===== src/rtl/pkt_burst_pkg.sv =====
package pkt_burst_pkg;

    typedef enum logic [1:0] {
        XS_OK    = 2'b00,
        XS_EMPTY = 2'b01,
        XS_OVFL  = 2'b10
    } xfer_status_e;

    typedef enum logic [4:0] {
        S_IDLE,
        S_TL_HDR, S_TL_HI, S_TL_LO, S_TL_GAP,
        S_TW_HDR, S_TW_HI, S_TW_LO, S_TW_GAP,
        S_TB_HDR, S_TB_HI, S_TB_LO,
        S_RL_HDR, S_RL_HI, S_RL_LO, S_RL_GAP,
        S_RB_HDR, S_RB_DM0, S_RB_DM1, S_RB_HI, S_RB_LO,
        S_DONE
    } eng_state_e;

    // States during which one byte is shifted with chip enable low
    function automatic logic in_frame(eng_state_e s);
        return s inside {S_TL_HDR, S_TL_HI, S_TL_LO,
                         S_TW_HDR, S_TW_HI, S_TW_LO,
                         S_TB_HDR, S_TB_HI, S_TB_LO,
                         S_RL_HDR, S_RL_HI, S_RL_LO,
                         S_RB_HDR, S_RB_DM0, S_RB_DM1, S_RB_HI, S_RB_LO};
    endfunction

endpackage


===== src/rtl/pkt_spi_byte.sv =====
module pkt_spi_byte #(
    parameter int HALF_CYC = 2,
    parameter int BYTE_W   = 8
) (
    input  logic              clk,
    input  logic              rst_n,
    input  logic              start,
    input  logic [BYTE_W-1:0] tx_byte,
    output logic [BYTE_W-1:0] rx_byte,
    output logic              done,
    output logic              active,
    output logic              sclk,
    output logic              mosi,
    input  logic              miso
);
    localparam int CW = (HALF_CYC > 1) ? $clog2(HALF_CYC) : 1;
    localparam int BW = $clog2(BYTE_W);
    localparam logic [CW-1:0] CNT_LAST = CW'(HALF_CYC - 1);
    localparam logic [BW-1:0] BIT_LAST = BW'(BYTE_W - 1);

    logic [BYTE_W-1:0] tx_sh;
    logic [BYTE_W-1:0] rx_sh;
    logic [CW-1:0]     cnt;
    logic [BW-1:0]     bitn;

    always_ff @(posedge clk or negedge rst_n) begin
        if (!rst_n) begin
            tx_sh  <= '0;
            rx_sh  <= '0;
            cnt    <= '0;
            bitn   <= '0;
            sclk   <= 1'b0;
            active <= 1'b0;
            done   <= 1'b0;
        end else begin
            done <= 1'b0;
            if (start) begin
                active <= 1'b1;
                tx_sh  <= tx_byte;
                bitn   <= '0;
                cnt    <= '0;
                sclk   <= 1'b0;
            end else if (active) begin
                if (cnt == CNT_LAST) begin
                    cnt <= '0;
                    if (!sclk) begin
                        sclk  <= 1'b1;
                        rx_sh <= {rx_sh[BYTE_W-2:0], miso};
                    end else begin
                        sclk <= 1'b0;
                        if (bitn == BIT_LAST) begin
                            active <= 1'b0;
                            done   <= 1'b1;
                        end else begin
                            bitn  <= bitn + 1'b1;
                            tx_sh <= {tx_sh[BYTE_W-2:0], 1'b0};
                        end
                    end
                end else begin
                    cnt <= cnt + 1'b1;
                end
            end
        end
    end

    assign mosi    = tx_sh[BYTE_W-1];
    assign rx_byte = rx_sh;


    mosi_stable_chk: assert property (@(posedge clk) disable iff (!rst_n)
        $rose(sclk) |-> $stable(mosi));


    start_idle_chk: assert property (@(posedge clk) disable iff (!rst_n)
        start |-> !active);

endmodule


===== src/rtl/pkt_rx_len_decode.sv =====
module pkt_rx_len_decode #(
    parameter int LEN_W = 7
) (
    input  logic [LEN_W-1:0] rep_len,
    input  logic [LEN_W-1:0] max_len,
    output logic [LEN_W-1:0] pay_len,
    output logic [LEN_W-1:0] words,
    output logic             empty,
    output logic             ovfl
);
    localparam logic [LEN_W-1:0] CRC_BYTES = LEN_W'(2);
    localparam logic [LEN_W-1:0] MIN_REP   = LEN_W'(3);

    always_comb begin
        pay_len = (rep_len >= MIN_REP) ? (rep_len - CRC_BYTES) : '0;
        words   = (rep_len - LEN_W'(1)) >> 1;
        empty   = (pay_len == '0);
        ovfl    = (pay_len > max_len);
    end

endmodule


===== src/rtl/pkt_burst_engine.sv =====
module pkt_burst_engine
    import pkt_burst_pkg::*;
#(
    parameter int LEN_W       = 7,
    parameter int BYTE_W      = 8,
    parameter int HALF_CYC    = 2,
    parameter int ADDR_W      = 6,
    parameter logic [ADDR_W-1:0] TXLEN_ADDR = 6'h03,
    parameter logic [ADDR_W-1:0] RXLEN_ADDR = 6'h2D,
    parameter logic [ADDR_W-1:0] TXRAM_ADDR = 6'h02,
    parameter logic [ADDR_W-1:0] RXRAM_ADDR = 6'h01
) (
    input  logic              clk,
    input  logic              rst_n,
    input  logic              start,
    input  logic              dir_rx,
    input  logic [LEN_W-1:0]  tx_len,
    input  logic [LEN_W-1:0]  rx_max,
    output logic              busy,
    output logic              done,
    output logic [1:0]        status,
    output logic [LEN_W-1:0]  pay_len,
    output logic [LEN_W-1:0]  buf_addr,
    input  logic [BYTE_W-1:0] buf_rdata,
    output logic              buf_we,
    output logic [BYTE_W-1:0] buf_wdata,
    output logic              spi_ce_n,
    output logic              spi_sclk,
    output logic              spi_mosi,
    input  logic              spi_miso
);
    localparam int REG_W = 2 * BYTE_W;
    localparam int IDX_W = LEN_W + 1;
    localparam int PAD_W = LEN_W + 2;
    localparam logic [BYTE_W-1:0] PAD_BYTE = '0;
    localparam logic [BYTE_W-1:0] HDR_TL_RD = {2'b10, TXLEN_ADDR};
    localparam logic [BYTE_W-1:0] HDR_TL_WR = {2'b00, TXLEN_ADDR};
    localparam logic [BYTE_W-1:0] HDR_RL_RD = {2'b10, RXLEN_ADDR};
    localparam logic [BYTE_W-1:0] HDR_TB_WR = {2'b00, TXRAM_ADDR};
    localparam logic [BYTE_W-1:0] HDR_RB_RD = {2'b10, RXRAM_ADDR};

    eng_state_e state, state_n;

    logic [REG_W-1:0]  len_q;
    logic [LEN_W-1:0]  tx_len_q;
    logic [LEN_W-1:0]  rx_max_q;
    logic [LEN_W-1:0]  k_q;
    logic [LEN_W-1:0]  pay_len_q;
    xfer_status_e      status_q;
    logic              issued_q;
    logic              ce_n_q, busy_q, done_q;

    logic              sh_start, sh_done, sh_active;
    logic [BYTE_W-1:0] sh_tx, sh_rx;

    logic [LEN_W-1:0]  dec_pay, dec_words;
    logic              dec_empty, dec_ovfl;
    logic [LEN_W-1:0]  rep_len;

    logic [IDX_W-1:0]  idx_hi, idx_lo, tx_words;
    logic              tx_pad, rx_pad, last_tx, last_rx;
    logic [REG_W-1:0]  wr_word;

    // ---------------- helpers ----------------
    assign rep_len  = len_q[LEN_W-1:0];
    assign idx_hi   = {k_q, 1'b1};
    assign idx_lo   = {k_q, 1'b0};
    assign tx_words = ({1'b0, tx_len_q} + IDX_W'(1)) >> 1;
    assign last_tx  = ({1'b0, k_q} == (tx_words - IDX_W'(1)));
    assign last_rx  = (k_q == (dec_words - LEN_W'(1)));
    assign tx_pad   = (idx_hi == {1'b0, tx_len_q});
    assign rx_pad   = (({1'b0, idx_hi}) + PAD_W'(2)) == {2'b00, rep_len};
    assign wr_word  = {len_q[REG_W-1:LEN_W], tx_len_q + LEN_W'(2)};

    pkt_rx_len_decode #(.LEN_W(LEN_W)) u_dec (
        .rep_len (rep_len),
        .max_len (rx_max_q),
        .pay_len (dec_pay),
        .words   (dec_words),
        .empty   (dec_empty),
        .ovfl    (dec_ovfl)
    );

    assign sh_start = in_frame(state) && !issued_q && !sh_active;

    pkt_spi_byte #(.HALF_CYC(HALF_CYC), .BYTE_W(BYTE_W)) u_shift (
        .clk     (clk),
        .rst_n   (rst_n),
        .start   (sh_start),
        .tx_byte (sh_tx),
        .rx_byte (sh_rx),
        .done    (sh_done),
        .active  (sh_active),
        .sclk    (spi_sclk),
        .mosi    (spi_mosi),
        .miso    (spi_miso)
    );

    // ---------------- state register ----------------
    always_ff @(posedge clk or negedge rst_n) begin
        if (!rst_n) state <= S_IDLE;
        else        state <= state_n;
    end

    // ---------------- next state ----------------
    always_comb begin
        state_n = state;
        unique case (state)
            S_IDLE:   if (start) state_n = dir_rx ? S_RL_HDR : S_TL_HDR;
            S_TL_HDR: if (sh_done) state_n = S_TL_HI;
            S_TL_HI:  if (sh_done) state_n = S_TL_LO;
            S_TL_LO:  if (sh_done) state_n = S_TL_GAP;
            S_TL_GAP: state_n = S_TW_HDR;
            S_TW_HDR: if (sh_done) state_n = S_TW_HI;
            S_TW_HI:  if (sh_done) state_n = S_TW_LO;
            S_TW_LO:  if (sh_done) state_n = S_TW_GAP;
            S_TW_GAP: state_n = S_TB_HDR;
            S_TB_HDR: if (sh_done) state_n = (tx_words == '0) ? S_DONE : S_TB_HI;
            S_TB_HI:  if (sh_done) state_n = S_TB_LO;
            S_TB_LO:  if (sh_done) state_n = last_tx ? S_DONE : S_TB_HI;
            S_RL_HDR: if (sh_done) state_n = S_RL_HI;
            S_RL_HI:  if (sh_done) state_n = S_RL_LO;
            S_RL_LO:  if (sh_done) state_n = S_RL_GAP;
            S_RL_GAP: state_n = (dec_empty || dec_ovfl) ? S_DONE : S_RB_HDR;
            S_RB_HDR: if (sh_done) state_n = S_RB_DM0;
            S_RB_DM0: if (sh_done) state_n = S_RB_DM1;
            S_RB_DM1: if (sh_done) state_n = S_RB_HI;
            S_RB_HI:  if (sh_done) state_n = S_RB_LO;
            S_RB_LO:  if (sh_done) state_n = last_rx ? S_DONE : S_RB_HI;
            S_DONE:   state_n = S_IDLE;
            default:  state_n = S_IDLE;
        endcase
    end

    // ---------------- byte source and buffer side ----------------
    always_comb begin
        sh_tx     = '0;
        buf_addr  = '0;
        buf_we    = 1'b0;
        buf_wdata = sh_rx;
        unique case (state)
            S_TL_HDR: sh_tx = HDR_TL_RD;
            S_RL_HDR: sh_tx = HDR_RL_RD;
            S_TW_HDR: sh_tx = HDR_TL_WR;
            S_TW_HI:  sh_tx = wr_word[REG_W-1:BYTE_W];
            S_TW_LO:  sh_tx = wr_word[BYTE_W-1:0];
            S_TB_HDR: sh_tx = HDR_TB_WR;
            S_RB_HDR: sh_tx = HDR_RB_RD;
            S_TB_HI: begin
                buf_addr = idx_hi[LEN_W-1:0];
                sh_tx    = tx_pad ? PAD_BYTE : buf_rdata;
            end
            S_TB_LO: begin
                buf_addr = idx_lo[LEN_W-1:0];
                sh_tx    = buf_rdata;
            end
            S_RB_HI: begin
                buf_addr = idx_hi[LEN_W-1:0];
                buf_we   = sh_done && !rx_pad;
            end
            S_RB_LO: begin
                buf_addr = idx_lo[LEN_W-1:0];
                buf_we   = sh_done;
            end
            default: sh_tx = '0;
        endcase
    end

    // ---------------- registered outputs and datapath ----------------
    always_ff @(posedge clk or negedge rst_n) begin
        if (!rst_n) begin
            ce_n_q    <= 1'b1;
            busy_q    <= 1'b0;
            done_q    <= 1'b0;
            len_q     <= '0;
            tx_len_q  <= '0;
            rx_max_q  <= '0;
            k_q       <= '0;
            pay_len_q <= '0;
            status_q  <= XS_OK;
            issued_q  <= 1'b0;
        end else begin
            ce_n_q <= !in_frame(state_n);
            busy_q <= (state_n != S_IDLE);
            done_q <= (state_n == S_DONE);

            if (sh_start)     issued_q <= 1'b1;
            else if (sh_done) issued_q <= 1'b0;

            if (state == S_IDLE && start) begin
                tx_len_q  <= tx_len;
                rx_max_q  <= rx_max;
                k_q       <= '0;
                status_q  <= XS_OK;
                pay_len_q <= dir_rx ? '0 : tx_len;
            end

            if (sh_done) begin
                unique case (state)
                    S_TL_HI, S_RL_HI: len_q[REG_W-1:BYTE_W] <= sh_rx;
                    S_TL_LO, S_RL_LO: len_q[BYTE_W-1:0]     <= sh_rx;
                    S_TB_LO, S_RB_LO: k_q <= k_q + 1'b1;
                    default: ;
                endcase
            end

            if (state == S_RL_GAP) begin
                pay_len_q <= dec_pay;
                if (dec_empty)     status_q <= XS_EMPTY;
                else if (dec_ovfl) status_q <= XS_OVFL;
                else               status_q <= XS_OK;
            end
        end
    end

    assign spi_ce_n = ce_n_q;
    assign busy     = busy_q;
    assign done     = done_q;
    assign status   = status_q;
    assign pay_len  = pay_len_q;

    // ---------------- assertions ----------------

    sclk_in_frame_chk: assert property (@(posedge clk) disable iff (!rst_n)
        spi_sclk |-> !spi_ce_n);


    ce_mid_byte_chk: assert property (@(posedge clk) disable iff (!rst_n)
        $rose(spi_ce_n) |-> !sh_active);


    done_pulse_chk: assert property (@(posedge clk) disable iff (!rst_n)
        done |=> (!done && !busy));


    empty_len_chk: assert property (@(posedge clk) disable iff (!rst_n)
        (done && status == XS_EMPTY) |-> (pay_len == '0));


    no_overflow_chk: assert property (@(posedge clk) disable iff (!rst_n)
        (done && status == XS_OVFL) |-> (pay_len > rx_max_q));


    we_in_frame_chk: assert property (@(posedge clk) disable iff (!rst_n)
        buf_we |-> !spi_ce_n);

endmodule


===== config.mk =====
export PLATFORM = sky130hd
export DESIGN_NAME = pkt_burst_engine
export DESIGN_NICKNAME = d
export VERILOG_FILES = /design/src/rtl/pkt_burst_pkg.sv /design/src/rtl/pkt_spi_byte.sv /design/src/rtl/pkt_rx_len_decode.sv /design/src/rtl/pkt_burst_engine.sv
export SDC_FILE = /design/constraint.sdc
export NUM_CORES = 1
export LEC_CHECK = 0
export CAP_MARGIN = 20
export CORE_MARGIN = 4
export CORE_UTILIZATION = 60
export CTS_CLUSTER_SIZE = 16
export DETAILED_ROUTE_END_ITERATION = 10
export MAX_ROUTING_LAYER = met4
export PLACE_DENSITY = 0.87
export SYNTH_ARGS = -nofsm -noshare
export SYNTH_HDL_FRONTEND = slang
export SYNTH_SLANG_ARGS = --single-unit

===== constraint.sdc =====
create_clock -name clk -period 5.95 [get_ports clk]
set_clock_uncertainty 0.2 [all_clocks]
set_input_delay 1.19 -clock clk [delete_from_list [all_inputs] [get_ports clk]]
set_output_delay 1.19 -clock clk [all_outputs]
set_load 0.01 [all_outputs]

; ---- Yosys cells after proc, flatten, opt, wreduce, memory -nomap -nowiden
; Index checks and enable logic that the tools add are counted.
[classes]
add_sub_neg = 10
n_lt_le_gt_ge = 2
n_eq_ne = 44
n_mux = 68
n_bitwise = 2
n_reduce_logical = 29
[op_table]
columns = operator, count
row1 = $pmux 5 s21, 1
row2 = $mux 5, 20
row3 = $pmux 8 s9, 1
row4 = $eq 5x4->1 const B, 14
row5 = $eq 5x5->1 const B, 11
row6 = $mux 7, 7
row7 = $mux 8, 6
row8 = $eq 5x3->1 const B, 7
row9 = $reduce_bool 17->1, 2
row10 = $mux 3, 7
row11 = $eq 5x2->1 const B, 4
row12 = $mux 1, 19
row13 = $pmux 7 s2, 1
row14 = $eq 5x1->1 const B, 2
row15 = $reduce_bool 2->1, 5
row16 = $add 8x2->9 const B, 1
row17 = $eq 9x7->1, 1
row18 = $add 7x1->8 const B, 1
row19 = $eq 7x8->1, 1
row20 = $eq 8x7->1, 1
row21 = $logic_not 8->1, 1
row22 = $mux 2, 4
row23 = $reduce_and 4->1, 2
row24 = $reduce_or 2->1, 4
row25 = other kinds (23), 32
[word_totals]
ff_bits = 78
input_bits = 27
output_inout_bits = 30
wordCells = 174

; ---- Longest topological paths before layout
[logic_depth]
depth_word = 9
ltp_mapped = 17
depth_no_buf = 16

; ---- Modules after synthesis
; A second synthesis with hierarchy kept.
[unflattened]
cells_unflattened = 609
hier_area_um2 = 5462.7
[by_module_without_submodules]
columns = module, instances, cells_each, area_each_um2, seq_area_each_um2
row1 = pkt_burst_engine, 1, 471, 3937.5, 1377.6
row2 = pkt_spi_byte, 1, 69, 1064.8, 575.6
row3 = pkt_rx_len_decode, 1, 69, 460.4, 0.0

; ---- Least setup slack after synthesis
; OpenSTA, ideal clock, no wires.
[synth_timing]
path_kind = flip-flop to flip-flop
from = register len_q[2]
to = register busy_q, in the netlist busy
setup_time_ns = 0.131
arrival_ns = 3.374
required_time_ns = 5.619
setup_slack_ns = 2.244
stages_incl_launch_ff = 18
path_buffers = 1
synth_period_minus_slack_ns = 3.706
path_cell_list = dfrtp_1 buf_2 inv_1 ha_1 a21oi_1 and3_1 nor2_1 ha_1 nor2b_1 o21a_1 o21a_1 o31ai_1 nand2_1 a211o_1 a211o_1 o21ba_2 nand2b_1 or3_1
[synth_between]
elab_chain_len = 7
elab_cells_between_ends = 14
classes_between = add/sub: 3 / order compare: 2 / eq/ne: 1 / mux: 5 / reduce/logical: 3
[synth_lines]
columns = element, line_no
row1 = start: declaration, pkt_burst_engine.sv:44  ; logic [REG_W-1:0] len_q;
row2 = start signal: indexed assignment, pkt_burst_engine.sv:200  ; S_TL_HI, S_RL_HI: len_q[REG_W-1:BYTE_W] <= sh_rx;
row3 = start signal: indexed assignment, pkt_burst_engine.sv:201  ; S_TL_LO, S_RL_LO: len_q[BYTE_W-1:0] <= sh_rx;
row4 = $sub 7x2->7 / $ge 7x2->1 (equally long branches), pkt_rx_len_decode.sv:15  ; pay_len = (rep_len >= MIN_REP) ? (rep_len - CRC_BYTES) : '0;
row5 = $mux 7 *, pkt_rx_len_decode.sv:15
row6 = $gt 7x7->1 / $logic_not 7->1 (equally long branches), "pkt_rx_len_decode.sv:18, pkt_rx_len_decode.sv:17"
row7 = $logic_or 1x1->1 *, pkt_burst_engine.sv:124  ; S_RL_GAP: state_n = (dec_empty || dec_ovfl) ? S_DONE : S_RB_HDR;
row8 = $mux 3 *, pkt_burst_engine.sv:124
row9 = $pmux 5 s21 *, pkt_burst_engine.sv:108  ; unique case (state)
row10 = named net state_n[0], pkt_burst_engine.sv:42  ; eng_state_e state, state_n;
row11 = $reduce_bool 5->1 *, pkt_burst_engine.sv:184  ; busy_q <= (state_n != S_IDLE);
row12 = end signal: assignment, pkt_burst_engine.sv:184
row13 = end: declaration, pkt_burst_engine.sv:51  ; logic ce_n_q, busy_q, done_q;
; Mark *: on every way through the listed nets, which the timed path passes. The rest lies on a longest branch.
; A chain may end at the register's enable or synchronous reset.

; ---- Final worst setup path
[layout_timing]
from = register k_q[0]
to = output port buf_we
[layout_between]
elab_chain_len = 5
[layout_lines]
columns = element, line_no
row1 = start: declaration, pkt_burst_engine.sv:47  ; logic [LEN_W-1:0] k_q;
row2 = start signal: assignment, pkt_burst_engine.sv:202  ; S_TB_LO, S_RB_LO: k_q <= k_q + 1'b1;
row3 = $add 8x2->9, pkt_burst_engine.sv:72  ; assign rx_pad = (({1'b0, idx_hi}) + PAD_W'(2)) == {2'b00, rep_len};
row4 = $eq 9x7->1, pkt_burst_engine.sv:72
row5 = $logic_not 1->1, pkt_burst_engine.sv:159  ; buf_we = sh_done && !rx_pad;
row6 = $logic_and 1x1->1, pkt_burst_engine.sv:159
row7 = $pmux 1 s2, pkt_burst_engine.sv:141  ; unique case (state)
row8 = end: declaration, pkt_burst_engine.sv:25  ; output logic buf_we,
; Every way passes these cells.

==> flow_metrics.py <==
metrics = {
    "run_status": {
        "status": "completed",
    },
    "clock_tree": {
        "cts_max_level": 3,
        "cts-root-buf": "clkbuf_8",
        "clk_pin_slew_ns": 0.09,
        "cts_buffer_depth": 2,
        "cts-resized-gates": 0,
        "postCtsSetupBuffers": 0,
        "ctsHoldBuffers": 0,
        "cts_tree": "built",
        "cts_buffers": 9,
        "numClockSinks": 78,
        "worstSkewPairLatency_ns": 0.36,
    },
    "critical_path": {
        "cp-end-kind": "output port",
        "cp_top_family": "flip-flops",
        "critical_path_class": "reg2out",
        "r2r-start": "len_q[2]$_DFFE_PN0P_",
        "max_stage_delay_ns": 0.63,
        "path_max_fanout": 10,
        "slowest_stage": "dfrtp_1",
        "crit_chain": "ha_1 > nand2b_1 > o21ai_0 > and2_1 > a311oi_1 > nor3_1 > a31oi_1 > clkdlybuf4s50_1",
        "start_kind": "register",
        "crit_path_start": "k_q[0]$_DFF_PN0_",
        "cp.required_ns": 4.56,
        "r2r_cells": 16,
        "path_buf_inv": 1,
        "cp.arrival_ns": 2.95,
        "cp.depth": 8,
    },
    "sta": {
        "rsz0062_at_grt": "no",
        "slew_violations": 0,
        "layout_setup_ws_ns": 1.615,
        "min_period_ns": 4.335,
        "slew_headroom_pct": 30.04,
        "max_freq_mhz": 230.7,
        "finalSetupTns_ns": 0,
        "post-route-period-util_pct": 72.86,
        "worstMarginPinSlew_ns": 1.049,
        "hold_viol": 0,
        "setup_violations": 0,
    },
    "grt": {
        "grt_max_degree": 79,
        "grt_pass1_vias": 4873,
        "antenna_found_initial": 0,
        "overflow": 0,
        "track_usage_pct": 28.33,
        "grt_first_pass_wirelength_um": 24590,
    },
    "logic_synthesis": {
        "synth_top_family_by_area": "simple AND/OR/NAND/NOR gates",
        "synth_nets": 679,
        "yosysTopAreaCell": "dfrtp_1",
        "synth_edf_count": 0,
        "synthSimpleGateAreaFrac_pct": 20.66,
        "yosysTopAreaCellShare_pct": 34.82,
        "netlist_area_mm2": 0.005534,
        "ys.flop_type": "dfrtp_1",
        "synthCells": 633,
        "ys_types": 66,
        "synth_compound_area_share_pct": 19.90,
        "syn_avg_cell_area_um2": 8.743,
        "async_reset_ff_share_pct": 100.0,
        "synth_xor_area_share_pct": 6.647,
        "muxShareOfSynthArea_pct": 7.845,
        "seq_area_frac_synth_pct": 35.29,
        "synth_warnings": 0,
        "ys_ff_latch": 78,
        "synthTopCellsByArea": "dfrtp_1 (35%), mux2_2 (7.1%), ha_1 (4.3%)",
        "synthAdderAreaFrac_pct": 4.296,
    },
    "floorplanning": {
        "die_h_um": 104.0,
        "coreArea_mm2": 0.008848,
        "die-width_um": 104.0,
        "die_area_mm2": 0.01082,
        "io_pins": 57,
        "initial_core_util_pct": 62.54,
        "rows": 34,
    },
    "routing": {
        "vias": 5095,
        "wl_met1_um": 6144,
        "post_drt_wl_per_cell_um": 19.28,
        "drtIter0Drc": 836,
        "route.met3.wl_um": 1312,
        "routed_wirelength_um": 14810,
        "route.top_layer_used": "met4",
        "drtPass1Iterations": 7,
        "ant_nets": 0,
        "avgViaCountPerCell": 6.634,
        "route.met2.wl_um": 6951,
        "drc": 0,
    },
    "layout": {
        "synthToLayoutAreaGrowth_pct": 12.57,
        "utilization_pct": 70.40,
        "diodes": 0,
        "final_nets": 701,
        "fill_cells": 681,
        "drive_gt1_share_pct": 10.30,
    },
    "worst_hold_path": {
        "min_path_cells": 1,
        "hp-class": "reg2reg",
        "min_from": "u_shift.tx_sh[5]$_DFFE_PN0P_",
    },
    "placed_design": {
        "port_buffers": 56,
        "post-place-ws_ns": 1.795,
        "hpwl_um": 10550,
        "gp_congestion": 0.9459,
    },
    "pwr": {
        "p_seq_share_pct": 56.0,
        "p_leak_nw": 2.648,
        "p_clk_share_pct": 39.7,
        "p_per_area_mw_per_mm2": 153.9,
        "power_frac_comb_pct": 4.3,
        "p_sw_w": 0.0002361,
        "vdd_ir_drop_max_mv": 0.2176,
        "internal-power_w": 0.0007224,
        "switching_share_pct": 24.63,
    },
    "job": {
        "drv_cap": 0,
    },
}
-- per-stage QoR --
| step | power (W) | hold slack [ns] | cells | instance area [um2] |
|---|---|---|---|---|
| 6_report | 0.0009586 | 0.3046 | 768 | 6230 |
| 5_1_grt | 0.0009901 | 0.3217 | 768 | 6230 |
| 4_1_cts | 0.0009634 | 0.2997 | 767 | 6225 |
| 3_5_place_dp | 0.0005891 | 0.2805 | 751 | 6043 |
| 3_3_place_gp | 0.0005880 | 0.2751 | 751 | 6043 |
| 2_1_floorplan | 0.0005513 | 0.2648 | 633 | 5534 |
-- logic make-up (layout without fill, tap and decap cells) --
logic type,Yosys count,count (layout)
flip-flops,78,78
buffers and inverters,74,101
multiplexers,39,39
XOR/XNOR,42,42
AND/OR/NAND/NOR,221,221
AO/OA/AOI/OAI,160,160
adder cells (fa/ha/maj),19,19
-- path summary, 6_finish.rpt --
check,slack [ns],end
min reg2reg,0.30,u_shift.tx_sh[5]$_DFFE_PN0P_
min,0.30,u_shift.tx_sh[5]$_DFFE_PN0P_
max,1.61,buf_we
min in group asynchronous,0.75,k_q[2]$_DFF_PN0_
max reg2reg,1.71,busy$_DFF_PN0_
max in group asynchronous,4.11,busy$_DFF_PN0_
-- synthesized netlist by cell type, types with 9 or more instances --
cell type and n:
a21oi_1 29, nor2b_1 14, clkbuf_1 36, xnor2_1 24, nor3_1 12, xor2_1 18
buf_2 9, nand2_1 57, ha_1 19, nor2_1 49, o21a_1 10, nor3b_1 13
o22ai_1 12, o21ai_0 41, dfrtp_1 77, inv_1 26, mux2_2 35, nand3_1 22
-- layout make-up --
class | instances | area, um2 | area share, %
Clock buffer | 11 | 141.4 | 2.270
Clock inverter | 5 | 40.04 | 0.6427
Inverter | 26 | 97.59 | 1.567
Multi-Input combinational cell | 481 | 3284 | 52.72
Sequential cell | 78 | 1953 | 31.35
Tap cell | 108 | 135.1 | 2.169
Timing Repair Buffer | 59 | 578.1 | 9.279
-- power groups by stage --
stage / Combinational (W) / Clock [W] / Sequential [W]
after floorplan: 0.00000445 / 0 / 0.000547
after global placement: 0.0000409 / 0 / 0.000547
after detailed placement: 0.0000415 / 0 / 0.000548
after CTS: 0.0000418 / 0.000385 / 0.000537
after global routing: 0.0000444 / 0.000408 / 0.000538
final: 0.0000409 / 0.000381 / 0.000537
-- state kept, by name (all words and copies together) (netlist names), 3 cells and up --
signal	count
u_shift.tx_sh	8
k_q	7
u_shift.rx_byte	8
u_shift.bitn	3
state	5
tx_len_q	7
rx_max_q	7
len_q	16
pay_len	7
-- routing by layer --
metal | vias to the layer above | global-route usage (%)
li1 | 2324 | -
met1 | 2442 | 37.25
met2 | 278 | 44.01
met3 | 51 | 5.587
met4 | 0 | 9.782
met5 | - | -
-- layout by cell type (no fill, tap or decap), types with 5 or more instances in the layout --
cell	count
dfrtp_1	77
nand2_1	57
clkdlybuf4s50_1	55
nor2_1	49
o21ai_0	41
mux2_2	35
a21oi_1	29
inv_1	26
xnor2_1	24
nand3_1	22
ha_1	19
xor2_1	18
nor2b_1	14
nor3b_1	13
nor3_1	12
o22ai_1	12
o21a_1	10
clkbuf_8	10
a22oi_1	7
and2_1	7
nand4_1	7
nor4_1	7
and3_1	6
nand2b_1	6
a31oi_1	5
a222oi_1	5
No activity file was read; power rests on OpenSTA's default activity.
